File: config.mk
export PLATFORM = sky130hd
export DESIGN_NAME = aclk_source_gen
export DESIGN_NICKNAME = d
export VERILOG_FILES = /design/src/rtl/aclk_pkg.sv /design/src/rtl/aclk_edge_sync.sv /design/src/rtl/aclk_src_select.sv /design/src/rtl/aclk_divider.sv /design/src/rtl/aclk_source_gen.sv
export SDC_FILE = /design/constraint.sdc
export NUM_CORES = 1
export LEC_CHECK = 0
export ABC_AREA = 1
export CORE_UTILIZATION = 30
export CTS_CLUSTER_SIZE = 8
export DETAILED_ROUTE_END_ITERATION = 12
export SETUP_SLACK_MARGIN = 0.1
export SYNTH_ARGS = -nofsm -noshare
export SYNTH_HDL_FRONTEND = slang
export SYNTH_SLANG_ARGS = --single-unit
File: constraint.sdc
create_clock -name clk -period 2.3 [get_ports clk]
set_input_delay 0.46 -clock clk [delete_from_list [all_inputs] [get_ports clk]]
set_output_delay 0.46 -clock clk [all_outputs]
set_load 0.01 [all_outputs]
File: src/rtl/aclk_pkg.sv
package aclk_pkg;

  typedef enum logic [1:0] {
    SRC_NONE = 2'd0,
    SRC_FS   = 2'd1,
    SRC_MCLK = 2'd2,
    SRC_X22  = 2'd3
  } src_t;

  localparam int HALF_W = 3;
  localparam int NREF   = 3;

  // Reference rising edges per half bit-clock period, for SCK = 64 x fs.
  function automatic logic [HALF_W-1:0] ref_half(src_t s, logic r384, logic [1:0] rate);
    case (s)
      SRC_FS:   return r384 ? HALF_W'(3) : HALF_W'(2);
      SRC_X22:  return HALF_W'(4);
      SRC_MCLK: return (rate == 2'b10) ? HALF_W'(6) : HALF_W'(4);
      default:  return HALF_W'(0);
    endcase
  endfunction

endpackage

File: src/rtl/aclk_edge_sync.sv
module aclk_edge_sync #(
  parameter int NREF   = 3,
  parameter int STAGES = 2
) (
  input  logic            clk,
  input  logic            rst_n,
  input  logic [NREF-1:0] ref_in,
  output logic [NREF-1:0] rise_o
);
  for (genvar g = 0; g < NREF; g++) begin : g_ref
    logic [STAGES:0] shr;
    always_ff @(posedge clk or negedge rst_n) begin
      if (!rst_n) shr <= '0;
      else        shr <= {shr[STAGES-1:0], ref_in[g]};
    end
    assign rise_o[g] = shr[STAGES-1] & ~shr[STAGES];
  end
endmodule

File: src/rtl/aclk_src_select.sv
module aclk_src_select
  import aclk_pkg::*;
(
  input  logic [1:0]        mode_sel,
  input  logic              mst_src_sel,
  input  logic              ratio384,
  input  logic              mclk24,
  input  logic [1:0]        rate_code,
  output src_t              req_src,
  output logic [HALF_W-1:0] req_half,
  output logic              cfg_bad
);
  logic auto_mode, follow_fs;

  always_comb begin
    auto_mode = (mode_sel == 2'b00) && !mst_src_sel;
    follow_fs = mode_sel[1] || ((mode_sel == 2'b00) && mst_src_sel);
    cfg_bad   = (mode_sel == 2'b01) ||
                (auto_mode && (ratio384 || !mclk24 || (rate_code == 2'b11)));
    if (cfg_bad)                 req_src = SRC_NONE;
    else if (follow_fs)          req_src = SRC_FS;
    else if (rate_code == 2'b00) req_src = SRC_X22;
    else                         req_src = SRC_MCLK;
    req_half = ref_half(req_src, ratio384, rate_code);
  end
endmodule

File: src/rtl/aclk_divider.sv
module aclk_divider
  import aclk_pkg::*;
#(
  parameter int SCK_PER_HALF = 32
) (
  input  logic              clk,
  input  logic              rst_n,
  input  logic [NREF-1:0]   rise_i,
  input  src_t              req_src,
  input  logic [HALF_W-1:0] req_half,
  output src_t              act_src,
  output logic              sck_o,
  output logic              ws_o,
  output logic              ws_bound
);
  localparam int BCW = $clog2(SCK_PER_HALF);
  localparam logic [BCW-1:0] BLAST = BCW'(SCK_PER_HALF - 1);

  src_t              act;
  logic [HALF_W-1:0] act_half;
  logic [HALF_W-1:0] ecnt;
  logic [BCW-1:0]    bcnt;
  logic              sck_q, ws_q;
  logic              rise_act, term, differ;

  always_comb begin
    case (act)
      SRC_FS:   rise_act = rise_i[0];
      SRC_MCLK: rise_act = rise_i[1];
      SRC_X22:  rise_act = rise_i[2];
      default:  rise_act = 1'b0;
    endcase
    term     = rise_act && (ecnt == act_half - HALF_W'(1));
    ws_bound = term && sck_q && (bcnt == BLAST);
    differ   = (req_src != act) || (req_half != act_half);
  end

  always_ff @(posedge clk or negedge rst_n) begin
    if (!rst_n) begin
      act <= SRC_NONE; act_half <= '0; ecnt <= '0; bcnt <= '0;
      sck_q <= 1'b0; ws_q <= 1'b0;
    end else if (act == SRC_NONE) begin
      if (req_src != SRC_NONE) begin
        act      <= req_src;
        act_half <= req_half;
      end
    end else if (ws_bound && differ) begin
      act <= SRC_NONE; act_half <= '0; ecnt <= '0; bcnt <= '0;
      sck_q <= 1'b0; ws_q <= 1'b0;
    end else if (rise_act) begin
      if (term) begin
        ecnt  <= '0;
        sck_q <= ~sck_q;
        if (sck_q) begin
          if (bcnt == BLAST) begin
            bcnt <= '0;
            ws_q <= ~ws_q;
          end else begin
            bcnt <= bcnt + BCW'(1);
          end
        end
      end else begin
        ecnt <= ecnt + HALF_W'(1);
      end
    end
  end

  assign act_src = act;
  assign sck_o   = sck_q;
  assign ws_o    = ws_q;

  // word select moves only together with a falling bit clock
  a_r5_ws_on_sck_fall: assert property (@(posedge clk) disable iff (!rst_n)
    (ws_q != $past(ws_q)) |-> ($past(sck_q) && !sck_q));

  // the bit clock only moves on a reference edge of the active source
  a_r3_sck_needs_ref_edge: assert property (@(posedge clk) disable iff (!rst_n)
    (sck_q != $past(sck_q)) |-> $past(rise_act));

  // a running source is only dropped at a slot boundary
  a_r7_switch_at_boundary: assert property (@(posedge clk) disable iff (!rst_n)
    (($past(act) != SRC_NONE) && (act != $past(act))) |-> ($past(ws_bound) && (act == SRC_NONE)));

  // no clock activity while idle
  a_r7_idle_quiet: assert property (@(posedge clk) disable iff (!rst_n)
    (act == SRC_NONE) |-> (!sck_q && !ws_q));
endmodule

File: src/rtl/aclk_source_gen.sv
module aclk_source_gen
  import aclk_pkg::*;
#(
  parameter int SYNC_STAGES  = 2,
  parameter int SCK_PER_HALF = 32
) (
  input  logic       clk,
  input  logic       rst_n,
  input  logic       fsclk_in,
  input  logic       mclk_in,
  input  logic       x22_in,
  input  logic [1:0] mode_sel,
  input  logic       mst_src_sel,
  input  logic       ratio384,
  input  logic       mclk24,
  input  logic [1:0] rate_code,
  output logic [1:0] src_sel_o,
  output logic       sck_o,
  output logic       ws_o,
  output logic       config_error_o
);
  logic [NREF-1:0]   rise;
  src_t              req_src, act_src;
  logic [HALF_W-1:0] req_half;
  logic              cfg_bad, ws_bound;

  aclk_edge_sync #(.NREF(NREF), .STAGES(SYNC_STAGES)) u_sync (
    .clk(clk), .rst_n(rst_n),
    .ref_in({x22_in, mclk_in, fsclk_in}),
    .rise_o(rise)
  );

  aclk_src_select u_sel (
    .mode_sel(mode_sel), .mst_src_sel(mst_src_sel), .ratio384(ratio384),
    .mclk24(mclk24), .rate_code(rate_code),
    .req_src(req_src), .req_half(req_half), .cfg_bad(cfg_bad)
  );

  aclk_divider #(.SCK_PER_HALF(SCK_PER_HALF)) u_div (
    .clk(clk), .rst_n(rst_n), .rise_i(rise),
    .req_src(req_src), .req_half(req_half),
    .act_src(act_src), .sck_o(sck_o), .ws_o(ws_o), .ws_bound(ws_bound)
  );

  always_ff @(posedge clk or negedge rst_n) begin
    if (!rst_n) config_error_o <= 1'b0;
    else        config_error_o <= cfg_bad;
  end

  assign src_sel_o = act_src;

  // an illegal setting never lets an idle generator start
  a_r6_no_start_on_bad: assert property (@(posedge clk) disable iff (!rst_n)
    (cfg_bad && (act_src == SRC_NONE)) |=> (act_src == SRC_NONE));
endmodule

==> impl_metrics.json, run 1 <==
{
  "irDropWorstVdd_mv": 0.421,
  "cts_buffer_depth": 2,
  "syn_area_um2": 1240,
  "antenna_found_initial": 0,
  "tritoncts": "done",
  "die_x_um": 66.2,
  "grt_max_degree": 25,
  "yosysWarnings": 0,
  "crit_chain": "inv_1 > ha_1 > nand2_1 > nand4_1 > a21oi_4 > nand3_4 > nor2_4 > nand2_4 > nand2_1 > o21ai_1",
  "cp.required_ns": 2.46,
  "route.detailed.drc": 0,
  "drtPass1Iterations": 4,
  "setup_viol": 0,
  "cts-root-buf": "clkbuf_8",
  "hp-class": "flop to flop",
  "cts_resized": 0,
  "hold_viol_final": 0,
  "holdBufCountCts": 0,
  "synthToLayoutAreaGrowth_pct": 23.6,
  "endpoint_kind": "flop",
  "vias": 1014,
  "ant_nets": 0,
  "cp-start-kind": "flop",
  "clk_pin_slew_ns": 0.08,
  "slowest_delay_ns": 0.42,
  "synth_cell_types": 21,
  "insertion_delay_ns": 0.27,
  "dieArea_um2": 4390,
  "worstSetupPathType": "flop to flop",
  "fin_tns_setup_ns": 0,
  "hpwl_um": 1680,
  "status": "complete, no violations",
  "max_slew_margin": 0.799,
  "cp.arrival_ns": 1.97,
  "core-area_um2": 3800,
  "num_io_pins": 17,
  "ctsHtreeMaxLevel": 1,
  "r2r_setup_slack_ns": 0.49,
  "power_density_nw_per_um2": 977,
  "portBuffers": 16,
  "clkSinkCount": 24,
  "cts_buffers": 3,
  "postSynthAreaPerCell_um2": 8.42,
  "slew_violations": 0,
  "grt.overflow.total": 0,
  "grt_pass1_wl_um": 3940,
  "syn_inst": 147,
  "track_usage": 0.119,
  "path_max_fanout": 7,
  "drtIter0Drc": 42,
  "min_period_over_period": 0.789,
  "post_cts_buffers": 0,
  "seq_area_frac_synth": 0.485,
  "num-fill-cells": 370,
  "drive_above_1_share": 0.0958,
  "finClkSkew_ns": 0.00214,
  "crit_path_top_delay_cell": "dfrtp_1",
  "tightest_slew_ns": 0.301,
  "fp.dieH_um": 66.2,
  "vias_per_cell": 4.72,
  "hold_ws_ns": 0.353,
  "antennaDiodeCount": 0,
  "power_leakage_nw": 0.743,
  "start_util": 0.326,
  "ys_seq_elements": 24,
  "grt_pass1_vias": 956,
  "core.rowCount": 22,
  "cap_violations": 0,
  "wl_per_cell_um": 10.2,
  "final_nets": 185,
  "fmax_mhz": 551,
  "synth_fp_nets": 164,
  "drt_wl_total_um": 2200,
  "fin_crit_ns": 1.81,
  "rsz0062_at_grt": "no",
  "gp_congestion": 0.866,
  "cp_common_cell": "nand2_1"
}
## registers in the layout (all words and copies together) (netlist names)
name and cells:
u_sync.g_ref.shr 9, u_div.act_half 2, u_div.ecnt 3, config_error_o 1, u_div.bcnt 5, u_div.sck_o 1
u_div.ws_o 1, u_div.act_src 2
## stage by stage
step	utilization	cells	setup WS (ns)	area (um2)	power, W
after floorplan	-	147	0.705	1240	0.000977
after global placement	0.384	211	0.292	1460	0.00113
after detailed placement	0.384	211	0.268	1460	0.00114
after CTS	0.403	215	0.482	1530	0.00151
after global routing	0.403	215	0.354	1530	0.00161
final	0.403	215	0.485	1530	0.00149
## layer usage
metal	vias to the layer above	track usage	routed length, um
li1	510	-	-
met1	476	0.137	934
met2	23	0.210	1140
met3	5	0.0224	86
met4	0	0.0532	36
met5	-	0	0
## power by group
| part | switching (W) | internal (W) |
|---|---|---|
| Sequential | 0.0000954 | 0.000514 |
| Clock | 0.000134 | 0.000233 |
| Combinational | 0.000296 | 0.000222 |
| Total | 0.000526 | 0.000969 |
## critical path, delay by kind of cell, from the launching register on
family          cells  cell delay [ns]
compound gates      2             0.24
flops               1             0.42
simple gates        6             0.62
fa+ha+maj           1             0.32
buf+inv             1             0.10
## synthesized netlist by cell type, drive strengths merged
cell	instances	area (um2)
clkinv	1	5.00
nand2	45	191
nor2	8	40.0
nand4	6	37.5
or2	1	6.26
buf	1	7.51
o21ai	10	50.0
xnor2	1	8.76
xor2	2	17.5
a21oi	3	26.3
ha	5	62.6
nand3	17	97.6
inv	23	86.3
dfrtp	24	601
## area by class of cell
class	count	area [um2]	area share
clock buffers	3	41.3	0.0270
clock inverters	1	30.0	0.0196
inverters	24	91.3	0.0597
multi-input cells	98	538	0.352
flip-flops and latches	24	601	0.393
well taps	48	60.1	0.0393
repair buffers	17	168	0.110
## cells in the final DEF, fill, tap and decap left out
cell type / count
nand2_4: 2
clkinv_2: 1
nor2_2: 1
clkdlybuf4s50_1: 16
inv_1: 23
o21ai_0: 7
nand2_2: 3
nand2_1: 40
nand3_1: 16
or2_2: 1
a21oi_1: 2
xnor2_1: 1
o21ai_1: 3
nor2_1: 6
a21oi_4: 1
nand4_1: 6
nand3_4: 1
dfrtp_1: 24
bufinv_16: 1
clkbuf_8: 3
xor2_1: 2
buf_4: 1
nor2_4: 1
ha_1: 5
## final timing paths
check                                              endpoint                              from  cells after the start
max                            u_div.act_src[1]$_DFFE_PN0P_     u_div.act_half[0]$_DFFE_PN0P_                     10
min                        u_sync.g_ref[2].shr[1]$_DFF_PN0_  u_sync.g_ref[2].shr[0]$_DFF_PN0_                      0
max reg2reg                    u_div.act_src[1]$_DFFE_PN0P_     u_div.act_half[0]$_DFFE_PN0P_                     10
min reg2reg                u_sync.g_ref[2].shr[1]$_DFF_PN0_  u_sync.g_ref[2].shr[0]$_DFF_PN0_                      0
max in group asynchronous         u_div.ecnt[0]$_DFFE_PN0P_                             rst_n                      2
min in group asynchronous         u_div.bcnt[1]$_DFFE_PN0P_                             rst_n                      2
## kinds of logic after synthesis
| family | share of synthesized area |
|---|---|
| XOR/XNOR | 0.0212 |
| adder cells (fa/ha/maj) | 0.0506 |
| AND/OR/NAND/NOR | 0.301 |
| buffers and inverters | 0.0799 |
| flip-flops | 0.485 |
| AO/OA/AOI/OAI | 0.0617 |
(Power assumes the default switching activity.)
==> inputs of run 2 (changes only) <==
==> constraint.sdc (replaced) <==
create_clock -name clk -period 1.6 [get_ports clk]
set_input_delay 0.32 -clock clk [delete_from_list [all_inputs] [get_ports clk]]
set_output_delay 0.32 -clock clk [all_outputs]
set_load 0.01 [all_outputs]
==> impl_metrics.json, run 2 (synthesis results as in run 1) <==
{
  "cp_common_cell": "nand2_1",
  "crit_chain": "clkdlybuf4s50_1 > inv_1 > nand2_1 > inv_1 > nand2_2 > nand3_1 > nand2_1 > nand2_1 > nor2_1 > nand2_1 > nand2_4 > nand2_1 > o21ai_1",
  "antennaDiodeCount": 0,
  "final_nets": 207,
  "track_usage": 0.134,
  "drtPass1Iterations": 4,
  "endpoint_kind": "flop",
  "start_util": 0.326,
  "fin_crit_ns": 1.67,
  "hold_viol_final": 0,
  "crit_start": "mode_sel[1]",
  "path_delay_family": "simple AND/OR/NAND/NOR gates",
  "setup_viol": 7,
  "core-area_um2": 3800,
  "regMostFlops": "u_sync.g_ref.shr",
  "route.detailed.drc": 0,
  "rsz0062_at_grt": "yes",
  "min-delay-start": "u_sync.g_ref[1].shr[0]$_DFF_PN0_",
  "vias_per_cell": 4.62,
  "path_max_fanout": 8,
  "max_slew_margin": 0.795,
  "worstSetupPathType": "input pin to flop",
  "slowest_delay_ns": 0.46,
  "num_io_pins": 17,
  "wl_per_cell_um": 10.7,
  "cp.arrival_ns": 1.87,
  "failed_checks": "setup timing",
  "core.rowCount": 22,
  "tritoncts": "done",
  "hold_ws_ns": 0.354,
  "min_period_over_period": 1.05,
  "insertion_delay_ns": 0.27,
  "synthToLayoutAreaGrowth_pct": 38.9,
  "grt_pass1_wl_um": 4600,
  "grt.overflow.total": 0,
  "clk_pin_slew_ns": 0.08,
  "crit_path_top_delay_cell": "clkdlybuf4s50_1",
  "dieArea_um2": 4390,
  "final_common_cell": "nand2_1",
  "cap_violations": 0,
  "finalPower_w": 0.00245,
  "fin_ws_ns": -0.0724,
  "final_util": 0.453,
  "ctsHtreeMaxLevel": 1,
  "power_density_nw_per_um2": 1430,
  "fp.dieH_um": 66.2,
  "layout_common_cells": "nand2_1, dfrtp_1, buf_4",
  "power_leakage_nw": 0.853,
  "finClkSkew_ns": 0.00278,
  "holdBufCountCts": 0,
  "status": "finished with violations",
  "die_x_um": 66.2,
  "gp_congestion": 0.797,
  "largest_reg_flops": 9,
  "ant_nets": 0,
  "cp.required_ns": 1.79,
  "antenna_found_initial": 0,
  "drt_wl_total_um": 2530,
  "cts_buffers": 3,
  "cts-root-buf": "clkbuf_8",
  "tightest_slew_ns": 0.308,
  "cp_num_buf_inv": 3,
  "cts_buffer_depth": 2,
  "top_regs": "u_sync.g_ref.shr (9), u_div.bcnt (5), u_div.ecnt (3)",
  "portBuffers": 16,
  "clkSinkCount": 24,
  "irDropWorstVdd_mv": 0.682,
  "hp-class": "flop to flop",
  "drtIter0Drc": 7,
  "vias": 1094,
  "slew_violations": 0,
  "drive_above_1_share": 0.243,
  "grt_pass1_vias": 1159,
  "cp-start-kind": "input pin",
  "grt_max_degree": 25,
  "reg2reg_from": "u_div.act_half[0]$_DFFE_PN0P_",
  "hpwl_um": 1940,
  "fmax_mhz": 598
}
==> run 2: cell count changes in the layout (fill, tap and decap cells not counted), sizes merged <==
cell           change
buf               +22
dlymetal6s2s       +1
dlygate4sd2        +3
clkdlybuf4s50      -4
==> run 2: per-layer routing <==
metal  routed length, um  global-route usage
met5                   0                   0
met4                  17              0.0239
met3                  44              0.0207
met2                1360               0.264
met1                1110               0.151
==> run 2: metrics by stage <==
step                      cells  setup TNS (ns)  cell area, um2  setup WS (ns)
after detailed placement    227           -1.84            1590         -0.339
after global routing        237           -1.61            1720         -0.195
after global placement      227           -1.19            1590         -0.219
final                       237          -0.326            1720        -0.0724
after floorplan             147               0            1250         0.0430
after CTS                   237          -0.277            1710        -0.0496
==> run 2: repair_timing <==
action                                  4_1_cts  5_1_grt
endpoints found under the hold margin         0        0
pin swaps                                     2        0
endpoints found under the setup margin       17       15
resized for setup                             6        3
buffers inserted                              6        0
==> run 2: cell type report <==
class	instances	area, um2
Fill cell	376	2080
Sequential cell	24	601
Multi-Input combinational cell	98	564
Timing Repair Buffer	39	332
Inverter	24	91.3
Tap cell	48	60.1
Clock buffer	3	41.3
Clock inverter	1	30.0
==> run 2: path summary, 6_finish.rpt <==
| path | end | slack, ns | cells after the start |
|---|---|---|---|
| worst max-delay path | u_div.act_src[0]$_DFFE_PN0P_ | -0.07 | 13 |
| worst min-delay path | u_sync.g_ref[1].shr[1]$_DFF_PN0_ | 0.35 | 0 |
| worst max register to register | u_div.act_src[0]$_DFFE_PN0P_ | -0.06 | 11 |
| worst min register to register | u_sync.g_ref[1].shr[1]$_DFF_PN0_ | 0.35 | 0 |
| max in group asynchronous | u_sync.g_ref[0].shr[2]$_DFF_PN0_ | 0.96 | 2 |
| min in group asynchronous | u_div.bcnt[4]$_DFFE_PN0P_ | 0.40 | 2 |
==> run 2: power by group <==
part           internal, W  leakage, nW  switching [W]  total [W]
registers         0.000738        0.285      0.0000893   0.000828
logic             0.000530        0.532       0.000568    0.00110
clock network     0.000334       0.0357       0.000194   0.000529
==> run 2: worst reg2reg max path: stages, from the launching register on <==
cell and delay [ns]:
dfrtp_1 0.37, inv_2 0.06, ha_4 0.26, inv_2 0.03, nand2_2 0.05, nand4_1 0.13
a21oi_4 0.18, nand3_4 0.13, nor2_4 0.12, nand2_4 0.08, nand2_1 0.07, o21ai_1 0.06
==> inputs of run 3 (changes only) <==
--- a/config.mk
+++ b/config.mk
@@ -9,6 +9,7 @@
 export CORE_UTILIZATION = 30
 export CTS_CLUSTER_SIZE = 8
 export DETAILED_ROUTE_END_ITERATION = 12
+export PLACE_DENSITY = 0.5
 export SETUP_SLACK_MARGIN = 0.1
 export SYNTH_ARGS = -nofsm -noshare
 export SYNTH_HDL_FRONTEND = slang
==> constraint.sdc (replaced) <==
create_clock -name clk -period 1.61 [get_ports clk]
set_input_delay 0.322 -clock clk [delete_from_list [all_inputs] [get_ports clk]]
set_output_delay 0.322 -clock clk [all_outputs]
set_load 0.01 [all_outputs]
==> impl_metrics.json, run 3 (synthesis results as in run 1) <==
{
  "clkSinkCount": 24,
  "final_common_cell": "nand2_1",
  "layout_common_cells": "nand2_1, dfrtp_1, buf_4",
  "hp-class": "flop to flop",
  "track_usage": 0.136,
  "final_cell_count_no_fill": 238,
  "num-fill-cells": 375,
  "setup_viol": 8,
  "vias_per_cell": 4.59,
  "irDropWorstVdd_mv": 0.580,
  "grt.overflow.total": 0,
  "largest_reg_flops": 9,
  "cts_buffer_depth": 2,
  "placed_cells": 229,
  "min-delay-start": "u_sync.g_ref[0].shr[0]$_DFF_PN0_",
  "tritoncts": "done",
  "cts-root-buf": "clkbuf_8",
  "power_leakage_nw": 0.852,
  "fin_ws_ns": -0.0502,
  "endpoint_kind": "flop",
  "top_regs": "u_sync.g_ref.shr (9), u_div.bcnt (5), u_div.ecnt (3)",
  "fin_crit_ns": 1.66,
  "max_slew_margin": 0.790,
  "die_x_um": 66.2,
  "ctsHtreeMaxLevel": 1,
  "fp.dieH_um": 66.2,
  "r2r_setup_slack_ns": -0.05,
  "drive_above_1_share": 0.242,
  "min_period_over_period": 1.03,
  "power_density_nw_per_um2": 1350,
  "path_max_fanout": 7,
  "regMostFlops": "u_sync.g_ref.shr",
  "drt_wl_total_um": 2470,
  "cp.required_ns": 1.77,
  "gp_congestion": 0.832,
  "dieArea_um2": 4390,
  "vias": 1093,
  "grt_max_degree": 25,
  "portBuffers": 16,
  "final_nets": 208,
  "cp-start-kind": "flop",
  "ant_nets": 0,
  "tightest_slew_ns": 0.316,
  "core.rowCount": 22,
  "worstHoldEndpoint": "u_sync.g_ref[0].shr[1]$_DFF_PN0_",
  "rsz0062_at_grt": "yes",
  "grt_pass1_wl_um": 4570,
  "drtIter0Drc": 41,
  "rr_worst_depth": 11,
  "reg2reg_from": "u_div.act_half[1]$_DFFE_PN0P_",
  "worstSetupPathType": "flop to flop",
  "grt_pass1_vias": 1099,
  "start_util": 0.326,
  "slew_violations": 0,
  "cp.arrival_ns": 1.82,
  "multi_input_area_um2": 568,
  "r2r_end": "u_div.bcnt[4]$_DFFE_PN0P_",
  "clk_pin_slew_ns": 0.09,
  "num_io_pins": 17,
  "cts_buffers": 3,
  "hold_ws_ns": 0.355,
  "insertion_delay_ns": 0.27,
  "antenna_found_initial": 0,
  "wl_per_cell_um": 10.4,
  "status": "finished with violations",
  "cap_violations": 0,
  "core-area_um2": 3800,
  "route.detailed.drc": 0,
  "min_delay_path_depth": 0,
  "failed_checks": "setup timing",
  "finClkSkew_ns": 0.00688,
  "fmax_mhz": 602,
  "finalPower_w": 0.00231,
  "hold_viol_final": 0,
  "synthToLayoutAreaGrowth_pct": 38.6,
  "drtPass1Iterations": 4,
  "antennaDiodeCount": 0,
  "holdBufCountCts": 0,
  "seqCellArea_um2": 601,
  "hpwl_um": 1910
}
[run 3: cell count changes in the layout (fill, tap and decap cells not counted), sizes merged]
cell,before,now
clkbuf,3,4
bufinv,1,0
clkdlybuf4s50,12,13
buf,23,24
dlymetal6s2s,1,0
[run 3: worst max-delay path by stage]
stage / endpoint / from / depth (start not counted) / slack [ns]
6_report: u_div.bcnt[4]$_DFFE_PN0P_ / u_div.act_half[1]$_DFFE_PN0P_ / 11 / -0.05
3_5_place_dp: u_div.bcnt[1]$_DFFE_PN0P_ / rate_code[1] / 11 / -0.24
4_1_cts: u_div.ws_o$_DFFE_PN0P_ / u_div.act_half[1]$_DFFE_PN0P_ / 11 / -0.05
5_1_grt: u_div.act_src[1]$_DFFE_PN0P_ / u_div.act_half[0]$_DFFE_PN0P_ / 10 / -0.18
2_1_floorplan: u_div.ws_o$_DFFE_PN0P_ / u_div.act_half[0]$_DFFE_PN0P_ / 11 / 0.05
3_3_place_gp: u_div.act_src[0]$_DFFE_PN0P_ / rate_code[1] / 11 / -0.22
[run 3: critical path: stages (launching register included)]
cell,delay (ns)
dfrtp_1,0.37
inv_2,0.06
ha_4,0.26
inv_2,0.02
nand2_1,0.05
nand4_1,0.11
a21oi_4,0.18
nand3_4,0.14
buf_4,0.17
buf_6,0.10
nand2_1,0.05
nand2_1,0.05
[run 3: layout make-up]
class	instances	area share
flip-flops and latches	24	0.350
multi-input cells	98	0.331
repair buffers	40	0.198
inverters	24	0.0532
well taps	48	0.0350
clock buffers	4	0.0321
[run 3: what timing repair did]
| item | CTS | global route |
|---|---|---|
| endpoints found under the setup margin | 18 | 14 |
| gates resized for setup | 4 | 5 |
| setup buffers | 3 | 2 |
| pin swaps | 2 | 1 |
[run 3: per-stage QoR]
stage / TNS, ns / cell area [um2] / worst slack (ns) / utilization
3_3_place_gp: -1.12 / 1610 / -0.223 / 0.423
6_report: -0.194 / 1720 / -0.0502 / 0.452
3_5_place_dp: -1.39 / 1610 / -0.240 / 0.423
2_1_floorplan: 0 / 1250 / 0.0530 / -
5_1_grt: -1.46 / 1720 / -0.179 / 0.452
4_1_cts: -0.265 / 1680 / -0.0468 / 0.442
[run 3: metal layers]
| metal | track usage | vias to the layer above | part of all wire |
|---|---|---|---|
| li1 | - | 555 | - |
| met1 | 0.176 | 523 | 0.48 |
| met2 | 0.228 | 13 | 0.48 |
| met3 | 0.0259 | 2 | 0.029 |
| met4 | 0.0399 | 0 | 0.0073 |
| met5 | 0 | - | 0 |
[run 3: where the power goes]
part,switching (W),internal [W]
clock network,0.000197,0.000218
registers,0.0000917,0.000734
logic,0.000547,0.000522
